<file path="src/rtl/i2c_irq_pkg.sv">
package i2c_irq_pkg;

  typedef enum logic [3:0] {
    RA_MSTAT = 4'd0,
    RA_MMASK = 4'd1,
    RA_MRAW  = 4'd2,
    RA_MCLR  = 4'd3,
    RA_SSTAT = 4'd4,
    RA_SMASK = 4'd5,
    RA_SRAW  = 4'd6,
    RA_SCLR  = 4'd7,
    RA_SDATA = 4'd8
  } reg_addr_e;

  localparam int unsigned NUM_SIDES = 2;
  localparam int unsigned SIDE_M    = 0;
  localparam int unsigned SIDE_S    = 1;

  typedef struct packed {
    logic arb_lost;
    logic nack;
    logic err;
  } m_stat_t;

  typedef struct packed {
    logic fbr;
    logic treq;
    logic rreq;
  } s_stat_t;

endpackage

</file>
<file path="src/rtl/i2c_irq_line.sv">
module i2c_irq_line (
  input  logic clk_i,
  input  logic rst_ni,
  input  logic evt_i,
  input  logic clr_i,
  input  logic mask_we_i,
  input  logic mask_d_i,
  output logic raw_o,
  output logic mask_o,
  output logic irq_o
);

  logic raw_q, mask_q;

  // event has priority over software clear
  always_ff @(posedge clk_i or negedge rst_ni) begin
    if (!rst_ni)    raw_q <= 1'b0;
    else if (evt_i) raw_q <= 1'b1;
    else if (clr_i) raw_q <= 1'b0;
  end

  always_ff @(posedge clk_i or negedge rst_ni) begin
    if (!rst_ni)        mask_q <= 1'b0;
    else if (mask_we_i) mask_q <= mask_d_i;
  end

  assign raw_o  = raw_q;
  assign mask_o = mask_q;
  assign irq_o  = raw_q & mask_q;

endmodule

</file>
<file path="src/rtl/i2c_mst_err.sv">
module i2c_mst_err
  import i2c_irq_pkg::*;
(
  input  logic    clk_i,
  input  logic    rst_ni,
  input  logic    nack_i,
  input  logic    arb_lost_i,
  input  logic    start_i,
  output m_stat_t stat_o
);

  m_stat_t stat_q;

  always_ff @(posedge clk_i or negedge rst_ni) begin
    if (!rst_ni) begin
      stat_q <= '0;
    end else begin
      if (nack_i || arb_lost_i) stat_q.err <= 1'b1;
      else if (start_i)         stat_q.err <= 1'b0;

      if (nack_i)       stat_q.nack <= 1'b1;
      else if (start_i) stat_q.nack <= 1'b0;

      if (arb_lost_i)   stat_q.arb_lost <= 1'b1;
      else if (start_i) stat_q.arb_lost <= 1'b0;
    end
  end

  assign stat_o = stat_q;

endmodule

</file>
<file path="src/rtl/i2c_slv_req.sv">
module i2c_slv_req
  import i2c_irq_pkg::*;
(
  input  logic    clk_i,
  input  logic    rst_ni,
  input  logic    rx_req_i,
  input  logic    tx_req_i,
  input  logic    first_i,
  input  logic    data_rd_i,
  input  logic    data_wr_i,
  output s_stat_t stat_o
);

  s_stat_t stat_q;

  always_ff @(posedge clk_i or negedge rst_ni) begin
    if (!rst_ni) begin
      stat_q <= '0;
    end else begin
      if (rx_req_i)       stat_q.rreq <= 1'b1;
      else if (data_rd_i) stat_q.rreq <= 1'b0;

      if (rx_req_i && first_i) stat_q.fbr <= 1'b1;
      else if (data_rd_i)      stat_q.fbr <= 1'b0;

      if (tx_req_i)       stat_q.treq <= 1'b1;
      else if (data_wr_i) stat_q.treq <= 1'b0;
    end
  end

  assign stat_o = stat_q;

endmodule

</file>
<file path="src/rtl/i2c_irq_regs.sv">
module i2c_irq_regs
  import i2c_irq_pkg::*;
#(
  parameter int unsigned ADDR_W = 4,
  parameter int unsigned DATA_W = 8
) (
  input  logic                 clk_i,
  input  logic                 rst_ni,
  input  logic                 req_i,
  input  logic                 we_i,
  input  logic [ADDR_W-1:0]    addr_i,
  input  logic [DATA_W-1:0]    wdata_i,
  input  logic                 busy_i,
  input  m_stat_t              m_stat_i,
  input  s_stat_t              s_stat_i,
  input  logic [NUM_SIDES-1:0] raw_i,
  input  logic [NUM_SIDES-1:0] mask_i,
  input  logic [DATA_W-1:0]    rx_data_i,
  output logic [NUM_SIDES-1:0] clr_o,
  output logic [NUM_SIDES-1:0] mask_we_o,
  output logic                 data_rd_o,
  output logic                 data_wr_o,
  output logic [DATA_W-1:0]    rdata_o,
  output logic [DATA_W-1:0]    tx_data_o,
  output logic                 tx_load_o
);

  localparam int unsigned AW_REG = 4;

  logic              addr_hi_zero;
  logic [AW_REG-1:0] addr_lo;
  logic              wr, rd;
  logic [DATA_W-1:0] rd_mux;
  logic [DATA_W-1:0] rdata_q, tx_data_q;
  logic              tx_load_q;

  generate
    if (ADDR_W > AW_REG) begin : g_hi
      assign addr_hi_zero = ~|addr_i[ADDR_W-1:AW_REG];
    end else begin : g_nohi
      assign addr_hi_zero = 1'b1;
    end
  endgenerate

  assign addr_lo = addr_i[AW_REG-1:0];
  assign wr      = req_i & we_i & addr_hi_zero;
  assign rd      = req_i & ~we_i;

  function automatic logic hit(input logic [AW_REG-1:0] a, input reg_addr_e r);
    return a == r;
  endfunction

  assign clr_o[SIDE_M]     = wr & hit(addr_lo, RA_MCLR) & wdata_i[0];
  assign clr_o[SIDE_S]     = wr & hit(addr_lo, RA_SCLR) & wdata_i[0];
  assign mask_we_o[SIDE_M] = wr & hit(addr_lo, RA_MMASK);
  assign mask_we_o[SIDE_S] = wr & hit(addr_lo, RA_SMASK);
  assign data_wr_o         = wr & hit(addr_lo, RA_SDATA);
  assign data_rd_o         = rd & addr_hi_zero & hit(addr_lo, RA_SDATA);

  always_comb begin
    rd_mux = '0;
    if (addr_hi_zero) begin
      case (addr_lo)
        RA_MSTAT: rd_mux = DATA_W'({m_stat_i, busy_i});
        RA_MMASK: rd_mux = DATA_W'(mask_i[SIDE_M]);
        RA_MRAW:  rd_mux = DATA_W'(raw_i[SIDE_M]);
        RA_SSTAT: rd_mux = DATA_W'(s_stat_i);
        RA_SMASK: rd_mux = DATA_W'(mask_i[SIDE_S]);
        RA_SRAW:  rd_mux = DATA_W'(raw_i[SIDE_S]);
        RA_SDATA: rd_mux = rx_data_i;
        default:  rd_mux = '0;
      endcase
    end
  end

  always_ff @(posedge clk_i or negedge rst_ni) begin
    if (!rst_ni) begin
      rdata_q   <= '0;
      tx_data_q <= '0;
      tx_load_q <= 1'b0;
    end else begin
      if (rd) rdata_q <= rd_mux;
      if (data_wr_o) tx_data_q <= wdata_i;
      tx_load_q <= data_wr_o;
    end
  end

  assign rdata_o   = rdata_q;
  assign tx_data_o = tx_data_q;
  assign tx_load_o = tx_load_q;

endmodule

</file>
<file path="src/rtl/i2c_irq_unit.sv">
module i2c_irq_unit
  import i2c_irq_pkg::*;
#(
  parameter int unsigned ADDR_W = 4,
  parameter int unsigned DATA_W = 8
) (
  input  logic              clk_i,
  input  logic              rst_ni,
  input  logic              req_i,
  input  logic              we_i,
  input  logic [ADDR_W-1:0] addr_i,
  input  logic [DATA_W-1:0] wdata_i,
  output logic [DATA_W-1:0] rdata_o,
  input  logic              m_busy_i,
  input  logic              m_start_i,
  input  logic              m_done_i,
  input  logic              m_nack_i,
  input  logic              m_arb_lost_i,
  input  logic              s_rx_req_i,
  input  logic              s_tx_req_i,
  input  logic              s_first_byte_i,
  input  logic [DATA_W-1:0] s_rx_data_i,
  output logic [DATA_W-1:0] s_tx_data_o,
  output logic              s_tx_load_o,
  output logic              m_irq_o,
  output logic              s_irq_o
);

  logic [NUM_SIDES-1:0] side_evt, side_clr, side_mwe;
  logic [NUM_SIDES-1:0] side_raw, side_mask, side_irq;
  m_stat_t              m_stat;
  s_stat_t              s_stat;
  logic                 data_rd, data_wr;

  assign side_evt[SIDE_M] = m_done_i | m_nack_i | m_arb_lost_i;
  assign side_evt[SIDE_S] = s_rx_req_i | s_tx_req_i;

  for (genvar g = 0; g < NUM_SIDES; g++) begin : g_side
    i2c_irq_line u_line (
      .clk_i    (clk_i),
      .rst_ni   (rst_ni),
      .evt_i    (side_evt[g]),
      .clr_i    (side_clr[g]),
      .mask_we_i(side_mwe[g]),
      .mask_d_i (wdata_i[0]),
      .raw_o    (side_raw[g]),
      .mask_o   (side_mask[g]),
      .irq_o    (side_irq[g])
    );
  end

  i2c_mst_err u_mst_err (
    .clk_i     (clk_i),
    .rst_ni    (rst_ni),
    .nack_i    (m_nack_i),
    .arb_lost_i(m_arb_lost_i),
    .start_i   (m_start_i),
    .stat_o    (m_stat)
  );

  i2c_slv_req u_slv_req (
    .clk_i    (clk_i),
    .rst_ni   (rst_ni),
    .rx_req_i (s_rx_req_i),
    .tx_req_i (s_tx_req_i),
    .first_i  (s_first_byte_i),
    .data_rd_i(data_rd),
    .data_wr_i(data_wr),
    .stat_o   (s_stat)
  );

  i2c_irq_regs #(
    .ADDR_W(ADDR_W),
    .DATA_W(DATA_W)
  ) u_regs (
    .clk_i    (clk_i),
    .rst_ni   (rst_ni),
    .req_i    (req_i),
    .we_i     (we_i),
    .addr_i   (addr_i),
    .wdata_i  (wdata_i),
    .busy_i   (m_busy_i),
    .m_stat_i (m_stat),
    .s_stat_i (s_stat),
    .raw_i    (side_raw),
    .mask_i   (side_mask),
    .rx_data_i(s_rx_data_i),
    .clr_o    (side_clr),
    .mask_we_o(side_mwe),
    .data_rd_o(data_rd),
    .data_wr_o(data_wr),
    .rdata_o  (rdata_o),
    .tx_data_o(s_tx_data_o),
    .tx_load_o(s_tx_load_o)
  );

  assign m_irq_o = side_irq[SIDE_M];
  assign s_irq_o = side_irq[SIDE_S];

endmodule

</file>
<file path="config.mk">
export PLATFORM = sky130hd
export DESIGN_NAME = i2c_irq_unit
export DESIGN_NICKNAME = d
export VERILOG_FILES = /design/src/rtl/i2c_irq_pkg.sv /design/src/rtl/i2c_irq_line.sv /design/src/rtl/i2c_mst_err.sv /design/src/rtl/i2c_slv_req.sv /design/src/rtl/i2c_irq_regs.sv /design/src/rtl/i2c_irq_unit.sv
export SDC_FILE = /design/constraint.sdc
export NUM_CORES = 1
export LEC_CHECK = 0
export CAP_MARGIN = 20
export CORE_MARGIN = 2
export CORE_UTILIZATION = 38
export CTS_CLUSTER_DIAMETER = 80
export DETAILED_ROUTE_END_ITERATION = 10
export GPL_TIMING_DRIVEN = 0
export PLACE_DENSITY = 0.75
export REMOVE_ABC_BUFFERS = 1
export SYNTH_ARGS = -nofsm -noshare
export SYNTH_HDL_FRONTEND = slang
export SYNTH_SLANG_ARGS = --single-unit
</file>
<file path="constraint.sdc">
create_clock -name clk_i -period 1.1 [get_ports clk_i]
set_clock_uncertainty 0.05 [all_clocks]
set_input_delay 0.11 -clock clk_i [delete_from_list [all_inputs] [get_ports clk_i]]
set_output_delay 0.11 -clock clk_i [all_outputs]
set_load 0.02 [all_outputs]
</file>
==> impl_metrics.json <==
{
  "grt_usage_pct": 17.7,
  "gp_congestion": 0.755,
  "grt_max_degree": 22,
  "overflow": 0,
  "yosysTopAreaCellShare_pct": 54.0,
  "numCtsBuffers": 3,
  "whs_ps": 24.8,
  "worst_pin_slew_ps": 448,
  "max-vdd-ir-drop_mv": 0.689,
  "ys_types": 32,
  "syn_to_final_growth_pct": 45.2,
  "dpl.hpwl_um": 2280,
  "h-tree-depth": 1,
  "clock_path_buffers": 2,
  "clock_latency_ps": 310,
  "dieArea_um2": 3770,
  "cp.required_ps": 1270,
  "diodes": 0,
  "place_area_um2": 1810,
  "ios": 51,
  "period_needed_ps": 1200,
  "port_buffers": 50,
  "met1_length_um": 1240,
  "fmax_mhz": 835,
  "p_seq_share_pct": 52.7,
  "via_per_inst": 4.99,
  "p_sw_uw": 625,
  "hold_violations": 0,
  "status": "finished, violations left",
  "end_kind": "flip-flop",
  "final_cell_mix": "dfrtp_1, clkdlybuf4s50_1, buf_2",
  "drt-total-wl_um": 3050,
  "clock_power_share_pct": 19.7,
  "synth_area_um2": 1250,
  "combPwrFrac_pct": 27.5,
  "cap_violations": 0,
  "wl_per_cell_um": 15.0,
  "antenna_left": 0,
  "synth_cells": 103,
  "slew_headroom_pct": 70.0,
  "setup_violations": 3,
  "clock-root-buffer": "clkbuf_4",
  "fp.dieW_um": 61.4,
  "preCtsSetupSlack_ps": -850,
  "cts_tree": "yes",
  "design_area_um2": 1820,
  "wl_met3_um": 147,
  "min_path_type": "in -> async",
  "startpoint_type": "flip-flop",
  "grt_pass1_vias": 1062,
  "violations": "negative setup slack",
  "netlist.top_cell.by_area": "dfrtp_1",
  "path_class": "reg -> reg",
  "die_y_um": 61.4,
  "dr_wl_met2_um": 1620,
  "ys_seq_elements": 27,
  "fin_total_pwr_mw": 2.16,
  "clkSinkCount": 27,
  "yosys_warnings": 0,
  "cts.reportedPaths.clkPinSlew_ps": 150,
  "rows": 20,
  "switching_share_pct": 29.0,
  "synth_seq_area_share_pct": 54.0,
  "highest_layer": "met4",
  "avgSynthCellArea_um2": 12.1,
  "slew_violations": 0,
  "final_common_cell": "dfrtp_1",
  "leakagePower_nw": 0.868,
  "fill_cells": 303,
  "start_util_pct": 40.3,
  "core_area_um2": 3100,
  "power_density_nw_per_um2": 1190,
  "grt_pass1_wl_um": 4820,
  "period_share_pct": 109,
  "drive_gt1_share_pct": 33.3,
  "synthTopCellsByArea": "dfrtp_1, mux2_2, a22o_1, mux2i_1, o21ai_0",
  "p_int_mw": 1.53,
  "fin_nets": 192,
  "firstDrtPassIters": 4,
  "drt_iter0_markers": 48,
  "crit_arrival_ps": 1370,
  "grt_antenna_before_repair": 0,
  "crit_path_max_fanout": 3,
  "drc": 0,
  "rsz0062_at_grt": "yes",
  "route.vias.total": 1013,
  "finalWorstSetupSlack_ps": -97.4
}
-- per-stage QoR --
stage,setup TNS (ps),util [%],instances
after CTS,-358,57.6,201
final,-266,58.5,203
after global routing,-406,58.5,203
after floorplan,0,-,98
after global placement,-30220,57.4,192
after detailed placement,-17530,58.3,193
-- area by class of cell --
cell class	instances	area (um^2)	share of cell area, %
repair buffers	56	479	26.4
clock buffers	4	26.3	1.45
multi-input cells	68	566	31.1
inverters	4	15.0	0.826
well taps	44	55.1	3.03
flip-flops and latches	27	676	37.2
-- logic make-up (layout without fill, tap and decap cells) --
family | after synthesis | after routing | share of synthesized area [%]
and+or+nand+nor | 29 | 30 | 15.9
DFF | 27 | 27 | 54.0
AOI/OAI and AO/OA | 23 | 23 | 13.7
muxes | 15 | 15 | 13.1
buffers and inverters | 9 | 64 | 3.30
-- path summary, 6_finish.rpt --
kind	slack (ps)	cells after the start	to	from
max	-100	4	u_regs.rdata_o[0]$_DFFE_PN0P_	g_side[1].u_line.raw_o$_DFFE_PN0P_
min in group clk_i	160	3	g_side[1].u_line.raw_o$_DFFE_PN0P_	addr_i[1]
min reg2reg	440	1	u_mst_err.stat_o[2]$_DFFE_PN0P_	u_mst_err.stat_o[2]$_DFFE_PN0P_
min	20	1	u_regs.rdata_o[0]$_DFFE_PN0P_	rst_ni
max reg2reg	-100	4	u_regs.rdata_o[0]$_DFFE_PN0P_	g_side[1].u_line.raw_o$_DFFE_PN0P_
max in group asynchronous	520	2	u_regs.tx_data_o[6]$_DFFE_PN0P_	rst_ni
-- power groups by stage --
stage	Sequential (mW)	Combinational, mW	Clock, mW
2_1_floorplan	1.24	0.173	0
3_3_place_gp	1.15	0.618	0
3_5_place_dp	1.16	0.642	0
4_1_cts	1.14	0.580	0.439
5_1_grt	1.16	0.640	0.480
6_report	1.14	0.595	0.426
-- registers in the layout (all words and copies together), names as in the netlist --
name	cells
g_side.u_line.mask_o	2
g_side.u_line.raw_o	2
u_mst_err.stat_o	3
u_regs.rdata_o	8
u_regs.tx_data_o	8
u_regs.tx_load_o	1
u_slv_req.stat_o	3
-- cells in the mapped netlist --
cell type and number:
inv_1 4, and2_1 2, o21a_1 1, mux2_2 11, a21o_1 3, and4b_1 1, nor4b_2 2, nor3_4 1
nor3_1 2, o31ai_1 1, nand4_1 1, a22o_1 7, a311oi_1 1, nand2b_1 1, nand3_1 1, nor2_1 4
buf_2 3, nand2_2 1, nand3b_1 1, mux2i_1 4, o21bai_1 1, o22a_1 1, o21ai_0 6, a211o_1 2
clkbuf_1 1, nor2_8 1, buf_4 1, nor2b_1 2, dfrtp_1 27, nand2_1 7, or2_1 1, nand4b_1 1
-- worst max-delay path: stages, from the launching register on --
cell,delay [ps]
dfrtp_1,430
mux2i_1,170
nor4b_2,70
a311oi_1,290
o31ai_1,110
-- layer usage --
metal,global-route usage [%],vias to the layer above
li1,-,485
met1,21.4,495
met2,31.8,29
met3,1.89,4
met4,8.21,0
met5,0,-
-- repair_timing --
action / CTS / global route
hold buffers: 0 / 0
buffers inserted: 3 / 2
endpoints found under the setup margin: 43 / 7
pin swaps: 4 / 2
resized for setup: 101 / 9
cloned: 1 / 0
No activity file was read; power rests on OpenSTA's default activity.
